`config.mk`:
```
export PLATFORM = sky130hd
export DESIGN_NAME = prefetch_set_balancer
export DESIGN_NICKNAME = d
export VERILOG_FILES = /design/src/rtl/psb_pkg.sv /design/src/rtl/psb_remap.sv /design/src/rtl/psb_refvec.sv /design/src/rtl/psb_nextline.sv /design/src/rtl/prefetch_set_balancer.sv
export SDC_FILE = /design/constraint.sdc
export NUM_CORES = 1
export LEC_CHECK = 0
export BUFFER_PORTS_ARGS = -buffer_cell sky130_fd_sc_hd__buf_2
export CAP_MARGIN = 20
export CORE_MARGIN = 2
export CORE_UTILIZATION = 45
export DETAILED_ROUTE_END_ITERATION = 10
export PLACE_DENSITY = 0.83
export SYNTH_ARGS = -nofsm -noshare
export SYNTH_HDL_FRONTEND = slang
export SYNTH_SLANG_ARGS = --single-unit
export TNS_END_PERCENT = 50
```
`constraint.sdc`:
```
create_clock -name clk -period 3.1 [get_ports clk]
set_clock_uncertainty 0.05 [all_clocks]
set_input_delay 0.62 -clock clk [delete_from_list [all_inputs] [get_ports clk]]
set_output_delay 0.62 -clock clk [all_outputs]
set_load 0.01 [all_outputs]
```
`src/rtl/psb_pkg.sv`:
```
// Shared types for the set-balancing prefetch remapper.
// Assumes nothing beyond IEEE 1800-2017 enums.
package psb_pkg;

    // Which source feeds the remapper in a cycle.
    typedef enum logic [1:0] {
        SRC_NONE = 2'd0,
        SRC_EXT  = 2'd1,
        SRC_GEN  = 2'd2
    } psb_src_e;

endpackage

```
`src/rtl/psb_remap.sv`:
```
// Combinational set-index rewrite.
// Finds the nearest clear set (circular distance, +k before -k) and places it
// in the set field; the other address bits pass through.
// Assumes NUM_SETS is a power of two and the vector is never all ones.
module psb_remap #(
    parameter int ADDR_W   = 32,
    parameter int NUM_SETS = 4,
    parameter int OFF_W    = 4,
    localparam int SET_W   = $clog2(NUM_SETS)
) (
    input  logic [ADDR_W-1:0]   in_addr,
    input  logic [NUM_SETS-1:0] ref_vec,
    output logic [ADDR_W-1:0]   out_addr,
    output logic [SET_W-1:0]    out_set
);

    logic [SET_W-1:0] home_set;
    logic [SET_W-1:0] pick;

    assign home_set = in_addr[OFF_W +: SET_W];

    // Priority search outward from the home set.
    always_comb begin
        logic             found;
        logic [SET_W-1:0] up_s;
        logic [SET_W-1:0] dn_s;
        found = 1'b0;
        pick  = home_set;
        for (int d = 0; d < NUM_SETS; d++) begin
            up_s = home_set + SET_W'(d);
            dn_s = home_set - SET_W'(d);
            if (!found && !ref_vec[up_s]) begin
                pick  = up_s;
                found = 1'b1;
            end else if (!found && !ref_vec[dn_s]) begin
                pick  = dn_s;
                found = 1'b1;
            end
        end
    end

    // Splice the chosen set into the address.
    always_comb begin
        out_addr                  = in_addr;
        out_addr[OFF_W +: SET_W]  = pick;
    end

    assign out_set = pick;

endmodule

```
`src/rtl/psb_refvec.sv`:
```
// Per-set reference bit vector.
// Raises bits for demand accesses and issued prefetches, then clears the
// whole vector when the result of a cycle would be all ones.
module psb_refvec #(
    parameter int NUM_SETS = 4,
    localparam int SET_W   = $clog2(NUM_SETS)
) (
    input  logic                clk,
    input  logic                rst_n,
    input  logic                dmd_mark,
    input  logic [SET_W-1:0]    dmd_set,
    input  logic                pf_mark,
    input  logic [SET_W-1:0]    pf_set,
    output logic [NUM_SETS-1:0] ref_q
);

    logic [NUM_SETS-1:0] ref_nxt;

    // Merge this cycle's marks, then apply the full-vector clear.
    always_comb begin
        ref_nxt = ref_q;
        if (dmd_mark) ref_nxt[dmd_set] = 1'b1;
        if (pf_mark)  ref_nxt[pf_set]  = 1'b1;
        if (&ref_nxt) ref_nxt = '0;
    end

    // Hold the vector.
    always_ff @(posedge clk) begin
        if (!rst_n) ref_q <= '0;
        else        ref_q <= ref_nxt;
    end

endmodule

```
`src/rtl/psb_nextline.sv`:
```
// Throttled next-line candidate generator.
// Counts demand misses modulo HIT_PERIOD; a hit at count 0 with no run
// active starts NL_DEGREE candidates after the hit line. A candidate is
// consumed only when take is high. Assumes HIT_PERIOD is a power of two.
module psb_nextline #(
    parameter int ADDR_W     = 32,
    parameter int OFF_W      = 4,
    parameter int NL_DEGREE  = 2,
    parameter int HIT_PERIOD = 16,
    localparam int CNT_W     = $clog2(HIT_PERIOD),
    localparam int IDX_W     = $clog2(NL_DEGREE + 1)
) (
    input  logic              clk,
    input  logic              rst_n,
    input  logic              dmd_valid,
    input  logic              dmd_hit,
    input  logic [ADDR_W-1:0] dmd_addr,
    input  logic              take,
    output logic              gen_valid,
    output logic [ADDR_W-1:0] gen_addr
);

    logic [CNT_W-1:0]  miss_cnt;
    logic              busy;
    logic [ADDR_W-1:0] base;
    logic [IDX_W-1:0]  idx;
    logic              trigger;

    assign trigger   = dmd_valid && dmd_hit && (miss_cnt == '0) && !busy;
    assign gen_valid = busy;
    assign gen_addr  = base + (ADDR_W'(idx) << OFF_W);

    // Miss counter, wrapping at the period.
    always_ff @(posedge clk) begin
        if (!rst_n)                   miss_cnt <= '0;
        else if (dmd_valid && !dmd_hit) miss_cnt <= miss_cnt + 1'b1;
    end

    // Run control: start on trigger, step on take, stop after the last line.
    always_ff @(posedge clk) begin
        if (!rst_n) begin
            busy <= 1'b0;
            base <= '0;
            idx  <= '0;
        end else if (trigger) begin
            busy <= 1'b1;
            base <= {dmd_addr[ADDR_W-1:OFF_W], {OFF_W{1'b0}}};
            idx  <= IDX_W'(1);
        end else if (busy && take) begin
            if (idx == IDX_W'(NL_DEGREE)) busy <= 1'b0;
            else                          idx  <= idx + 1'b1;
        end
    end

endmodule

```
`src/rtl/prefetch_set_balancer.sv`:
```
// Top of the set-balancing prefetch remapper.
// Selects an external or generated candidate, remaps its set against the
// reference vector and registers the result (one-cycle latency).
// Assumes NUM_SETS >= 2, NUM_SETS, LINE_BYTES and HIT_PERIOD powers of two.
module prefetch_set_balancer
    import psb_pkg::*;
#(
    parameter int ADDR_W     = 32,
    parameter int NUM_SETS   = 4,
    parameter int LINE_BYTES = 16,
    parameter int NL_DEGREE  = 2,
    parameter int HIT_PERIOD = 16
) (
    input  logic              clk,
    input  logic              rst_n,
    input  logic              dmd_valid,
    input  logic              dmd_hit,
    input  logic [ADDR_W-1:0] dmd_addr,
    input  logic              cand_valid,
    input  logic [ADDR_W-1:0] cand_addr,
    output logic              pf_valid,
    output logic [ADDR_W-1:0] pf_addr
);

    localparam int OFF_W = $clog2(LINE_BYTES);
    localparam int SET_W = $clog2(NUM_SETS);

    psb_src_e            src;
    logic                sel_valid;
    logic [ADDR_W-1:0]   sel_addr;
    logic                gen_valid;
    logic [ADDR_W-1:0]   gen_addr;
    logic                gen_take;
    logic [NUM_SETS-1:0] ref_q;
    logic [ADDR_W-1:0]   map_addr;
    logic [SET_W-1:0]    map_set;

    // Source choice: external candidates first.
    always_comb begin
        if (cand_valid)     src = SRC_EXT;
        else if (gen_valid) src = SRC_GEN;
        else                src = SRC_NONE;
    end

    // Candidate mux driven by the source choice.
    always_comb begin
        unique case (src)
            SRC_EXT: begin sel_valid = 1'b1; sel_addr = cand_addr; end
            SRC_GEN: begin sel_valid = 1'b1; sel_addr = gen_addr;  end
            default: begin sel_valid = 1'b0; sel_addr = cand_addr; end
        endcase
    end

    assign gen_take = (src == SRC_GEN);

    psb_nextline #(
        .ADDR_W     (ADDR_W),
        .OFF_W      (OFF_W),
        .NL_DEGREE  (NL_DEGREE),
        .HIT_PERIOD (HIT_PERIOD)
    ) u_nextline (
        .clk       (clk),
        .rst_n     (rst_n),
        .dmd_valid (dmd_valid),
        .dmd_hit   (dmd_hit),
        .dmd_addr  (dmd_addr),
        .take      (gen_take),
        .gen_valid (gen_valid),
        .gen_addr  (gen_addr)
    );

    psb_remap #(
        .ADDR_W   (ADDR_W),
        .NUM_SETS (NUM_SETS),
        .OFF_W    (OFF_W)
    ) u_remap (
        .in_addr  (sel_addr),
        .ref_vec  (ref_q),
        .out_addr (map_addr),
        .out_set  (map_set)
    );

    psb_refvec #(
        .NUM_SETS (NUM_SETS)
    ) u_refvec (
        .clk      (clk),
        .rst_n    (rst_n),
        .dmd_mark (dmd_valid),
        .dmd_set  (dmd_addr[OFF_W +: SET_W]),
        .pf_mark  (sel_valid),
        .pf_set   (map_set),
        .ref_q    (ref_q)
    );

    // Output register for the issued prefetch.
    always_ff @(posedge clk) begin
        if (!rst_n) begin
            pf_valid <= 1'b0;
            pf_addr  <= '0;
        end else begin
            pf_valid <= sel_valid;
            pf_addr  <= map_addr;
        end
    end

endmodule

```
* Word-level counts from Yosys, hierarchy flattened
Cells that the tools add are included. W data, S select, Z words.
Word-level totals: register bits 72, bits of input ports 69, output and inout port bits 33
Operators by class: add/subtract/negate cells 9, magnitude comparators 11, eq/ne operators 4, multiplexer cells 41, bitwise gates (word level) 4, reduce and logical (&&, ||, !) cells 33
Operator list (count):
- $add A32 B6 Y32 | 1
- $mux W32 | 1
- $lt A2 B3 Y1 const B | 9
- $mux W1 | 21
- $mux W2 | 8
- $bmux W1 S2 | 7
- $logic_and A1 B1 Y1 | 13
- $logic_not A1 Y1 | 10
- $mux W4 | 2
- $or A4 B4 Y4 | 2
- $reduce_and A2 Y1 | 3
- $reduce_or A2 Y1 | 3
- $add A2 B1 Y2 const B | 2
- $add A2 B2 Y2 const B | 2
- $add A4 B1 Y4 const B | 1
- $demux W1 S2 | 2
- $eq A2 B2 Y1 const B | 2
- $ge A2 B1 Y1 const B | 2
- $logic_not A4 Y1 | 1
- $reduce_and A4 Y1 | 1
- $reduce_bool A2 Y1 | 2
- $sub A2 B2 Y2 const B | 2
- $eq A2 B1 Y1 const B | 1
- $ne A2 B1 Y1 const B | 1
- 2 further kinds | 3

* Logic depth before layout (Yosys ltp)
depth in word-level cells 27, depth in mapped cells 10, depth with buffers taken out 9

* Cells and area by module
Synthesis repeated with hierarchy kept, for this count alone.
Second synthesis, totals: cell total of the unflattened synthesis 427, area, all modules 4070.2 sq um
By module, submodules not included:
- psb_nextline | times used 1, cells each 248, area each 2044.5 sq um, seq. area each 700.7 sq um
- prefetch_set_balancer | times used 1, cells each 107, area each 1438.9 sq um, seq. area each 660.6 sq um
- psb_remap | times used 1, cells each 48, area each 345.3 sq um, seq. area each 0.0 sq um
- psb_refvec | times used 1, cells each 24, area each 241.5 sq um, seq. area each 80.1 sq um

* Least setup slack after synthesis
No wires, ideal clock.
path kind reg-to-reg, start register u_nextline.idx[0], end register u_refvec.ref_q[2], arrival 2.668 ns, data required time 2.936 ns, slack 0.268 ns, cell stages (with the launch flop) 10, path buffers 0, period minus slack after synthesis 2.832 ns, cell sequence dfxtp_1 ha_1 fa_1 and4bb_2 a31oi_1 o22ai_1 a2111o_1 o31a_1 o221a_2 a21o_1
Between the ends: word-level cells in the longest chain between the ends 25, elaborated cells between the ends (all ways) 56, classes of those cells 7 x add/sub; 2 x order compare; 29 x mux; 1 x bitwise; 17 x reduce/logical
RTL lines:
- from (decl) | RTL line psb_nextline.sv:26 | logic [IDX_W-1:0] idx;
- from (signal assigned) | RTL line psb_nextline.sv:51 | else idx <= idx + 1'b1;
- $add A32 B6 Y32 * | RTL line psb_nextline.sv:31 | assign gen_addr = base + (ADDR_W'(idx) << OFF_W);
- $mux W32 * | RTL line prefetch_set_balancer.sv:47 | unique case (src)
- $sub A2 B1 Y2 | RTL line psb_remap.sv:31 | dn_s = home_set - SET_W'(d);
- $bmux W1 S2 | RTL line psb_remap.sv:35 | end else if (!found && !ref_vec[dn_s]) begin
- $mux W1 (not written as such) | RTL line psb_remap.sv:35
- $logic_not A1 Y1 | RTL line psb_remap.sv:35
- $logic_and A1 B1 Y1 | RTL line psb_remap.sv:35
- $mux W1 | RTL line psb_remap.sv:35
- [9 not listed]
- $lt A2 B3 Y1 (not written as such) / $ge A2 B1 Y1 (equally long branches) | RTL line psb_refvec.sv:23 | if (pf_mark) ref_nxt[pf_set] = 1'b1;
- $logic_and A1 B1 Y1 (not written as such) | RTL line psb_refvec.sv:23
- $mux W1 (not written as such) | RTL line psb_refvec.sv:23
- $demux W1 S2 *
- $or A4 B4 Y4 (no source line) *
- $mux W4 * | RTL line psb_refvec.sv:23
- $reduce_and A4 Y1 | RTL line psb_refvec.sv:24 | if (&ref_nxt) ref_nxt = '0;
- $reduce_or A2 Y1 (no source line)
- to (signal assigned) | RTL line psb_refvec.sv:30 | else ref_q <= ref_nxt;
- to (decl) | RTL line psb_refvec.sv:14 | output logic [NUM_SETS-1:0] ref_q
Mark *: on every way between the ends. The rest lies on a longest branch, timed or not. The select of a mux whose other input is x is not followed. A chain may end at the register's enable or synchronous reset.

* Worst setup path in the final report
Ends and elaborated chain as after synthesis.

==> impl_metrics.tcl <==
set metrics [dict create \
    run_status "completed" \
    grt_pass1_vias 3027 \
    dp_cells 583 \
    synthTopCellsByArea "dfxtp_1 (43%), nand2_1 (7.4%), a21oi_1 (5.2%), a211oi_1 (4.9%), nor2_1 (4.8%)" \
    startpoint_type "register" \
    cts_tree "done" \
    powerDensity_nw_per_um2 570.8 \
    synth_edf_count 0 \
    final_layout_size_suffix_gt1_share_pct 27.09 \
    finalNetCount 572 \
    numPortBuffers 97 \
    yosysWarnings 0 \
    crit_required_ps 3300 \
    ant_nets 0 \
    end_kind "register" \
    drt_wl_total_mm 8.388 \
    p_sw_uw 754.9 \
    slowest_stage "fa_1" \
    fin_setup_tns_ps 0 \
    antenna_cells 0 \
    synth_nets 481 \
    clock_sinks 72 \
    syn-instance-count 406 \
    antenna_found_initial 0 \
    leakagePower_nw 1.761 \
    fin_ws_ps 75.46 \
    arrival_ps 3220 \
    first_pass_iters 4 \
    synth_top_area_share_pct 42.81 \
    ys_ff_latch 72 \
    drc 0 \
    vias 3223 \
    grt_pass1_wl_mm 13.66 \
    holdCritPathClass "register to register" \
    io_pins 102 \
    combPwrFrac_pct 23.4 \
    power_frac_clock_pct 31.1 \
    critical_path.max_stage_delay_ps 580 \
    layout_commonest_cell "buf_2" \
    stdcell_area_um2 4153 \
    ir_worst_vdd_mv 0.2408 \
    post_synth.cell_area_avg_um2 8.293 \
    synth_top_flop_cell "dfxtp_1" \
    crit_chain "ha_1 -> fa_1 -> and4bb_2 -> a31oi_2 -> o22ai_2 -> a2111o_1 -> buf_4 -> o41ai_4 -> nor3_1 -> a21o_1" \
    drt_iter0_drc 114 \
    viasPerCell 5.363 \
    start_util_pct 46.42 \
    p_int_mw 1.615 \
    dpl_worst_slack_ps -3.100 \
    cap_violations 0 \
    critPathBufInv 1 \
    gr-usage-all-layers_pct 20.53 \
    crit_family "compound AO/OA/AOI/OAI gates" \
    power.share.sequential_pct 45.5 \
    worstMarginPinSlew_ps 1009 \
    hpwl_mm 6.020 \
    hold_viol 0 \
    dpl-instance-area_um2 3904 \
    synth_cell_type_count 53 \
    die_h_um 90.50 \
    synth_top_cell_by_area "dfxtp_1" \
    final_cells 601 \
    numCtsBuffers 9 \
    area_growth_pct 23.34 \
    syn_area_um2 3367 \
    grt_max_degree 64 \
    routabilityCongestion 0.9316 \
    crit_type "register to register" \
    period_share_pct 97.57 \
    gr-total-overflow 0 \
    die-area_um2 8190 \
    relSlewSlack_pct 32.64 \
    fmax_ghz 0.3306 \
    final_cell_mix "buf_2 (97), dfxtp_1 (72), nand2_1 (66), nor2_1 (43), a21oi_1 (35)" \
    worstSkewPairLatency_ps 340 \
    cts_buffer_depth 2 \
    synthArstFlopShare_pct 0 \
    fillers 667 \
    yosysSeqAreaShare_pct 42.81 \
    h-tree-depth 3 \
    core_area_um2 7253 \
    min_period_ps 3025 \
    critical_path_peak_fanout 7 \
    setup_viol 0 \
    p_sw_share_pct 31.85 \
    maxSlewViolCount 0 \
    clock-root-buffer "clkbuf_8" \
    drt-wirelength-per-cell_um 13.96 \
    rows 31 \
    die_w_um 90.50 \
    final_core_util_pct 57.25 \
    clkTransAtPathRegs_ps 80 \
]
[flip-flops by register name, summed over array words and instances, names as in the netlist]
name                  flops
pf_addr                  32
u_nextline.base          28
u_nextline.miss_cnt       4
u_refvec.ref_q            4
u_nextline.idx            2
pf_valid                  1
u_nextline.gen_valid      1
[power groups by stage]
stage	combinational (mW)	sequential, mW	clock, mW
2_1_floorplan	0.344	1.10	0
3_3_place_gp	0.481	1.09	0
3_5_place_dp	0.503	1.09	0
4_1_cts	0.507	1.07	0.750
5_1_grt	0.605	1.09	0.803
6_report	0.555	1.08	0.738
[final cells by class]
class / instances / area (um^2) / share of cell area, %
multi-input cells: 298 / 1809 / 43.57
flip-flops and latches: 72 / 1441 / 34.71
repair buffers: 104 / 538.0 / 12.96
clock buffers: 9 / 123.9 / 2.983
well taps: 99 / 123.9 / 2.983
clock inverters: 7 / 71.32 / 1.717
inverters: 12 / 45.04 / 1.085
[cell usage after synthesis, drive strengths merged, types with 2 or more instances]
| master | number |
|---|---|
| o41ai | 2 |
| o31ai | 2 |
| and2 | 2 |
| a31oi | 8 |
| clkbuf | 20 |
| o22ai | 3 |
| xor2 | 14 |
| xnor2 | 12 |
| and3 | 14 |
| a2111oi | 2 |
| nand4 | 6 |
| a21oi | 35 |
| nor3 | 3 |
| nand3 | 13 |
| o21ai | 8 |
| buf | 4 |
| nor2 | 43 |
| a21o | 2 |
| and4 | 4 |
| ha | 5 |
| a211oi | 22 |
| nand2 | 66 |
| a311oi | 4 |
| inv | 12 |
| nand2b | 3 |
| or3 | 5 |
| or2 | 2 |
| and4bb | 2 |
| dfxtp | 72 |
[path summary, 6_finish.rpt]
kind,from,end,slack [ps],cells after the start
min,u_nextline.base[4],u_nextline.base[4],410,2
max,u_nextline.idx[0],u_refvec.ref_q[2],80,10
max reg2reg,u_nextline.idx[0],u_refvec.ref_q[2],80,10
min reg2reg,u_nextline.base[4],u_nextline.base[4],410,2
[metrics by stage]
step / power, mW / hold WS (ps)
6_report: 2.370 / 414.7
4_1_cts: 2.331 / 416.0
3_3_place_gp: 1.570 / 401.6
3_5_place_dp: 1.596 / 405.9
2_1_floorplan: 1.439 / 390.0
5_1_grt: 2.496 / 438.4
[per-layer routing]
metal,up-vias,global-route usage (%),part of all wire (%)
met4,0,11.92,3.5
met1,1469,25.04,44
met2,113,33.21,47
li1,1613,-,-
met3,28,4.591,5.4
met5,-,0,0
[repair_timing]
action	4_1_cts	5_1_grt
hold buffers	0	0
resized for setup	0	6
pin swaps	1	1
buffers inserted	0	2
setup endpoints to repair	2	4
[worst reg2reg max path: stages, from the launching register on]
cell and delay (ps):
dfxtp_1 340, ha_1 240, fa_1 580, and4bb_2 240, a31oi_2 160, o22ai_2 120, a2111o_1 390, buf_4 210
o41ai_4 350, nor3_1 80, a21o_1 160
[cell families after synthesis]
group	Yosys count	share of synthesized area [%]
AND/OR/NAND/NOR	168	23.86
AO/OA/AOI/OAI	97	19.21
flip-flops	72	42.81
buffers and inverters	36	4.608
XOR/XNOR	26	6.763
adder cells (fa/ha/maj)	6	2.453
multiplexers	1	0.2973
No activity file was read; power rests on OpenSTA's default activity.
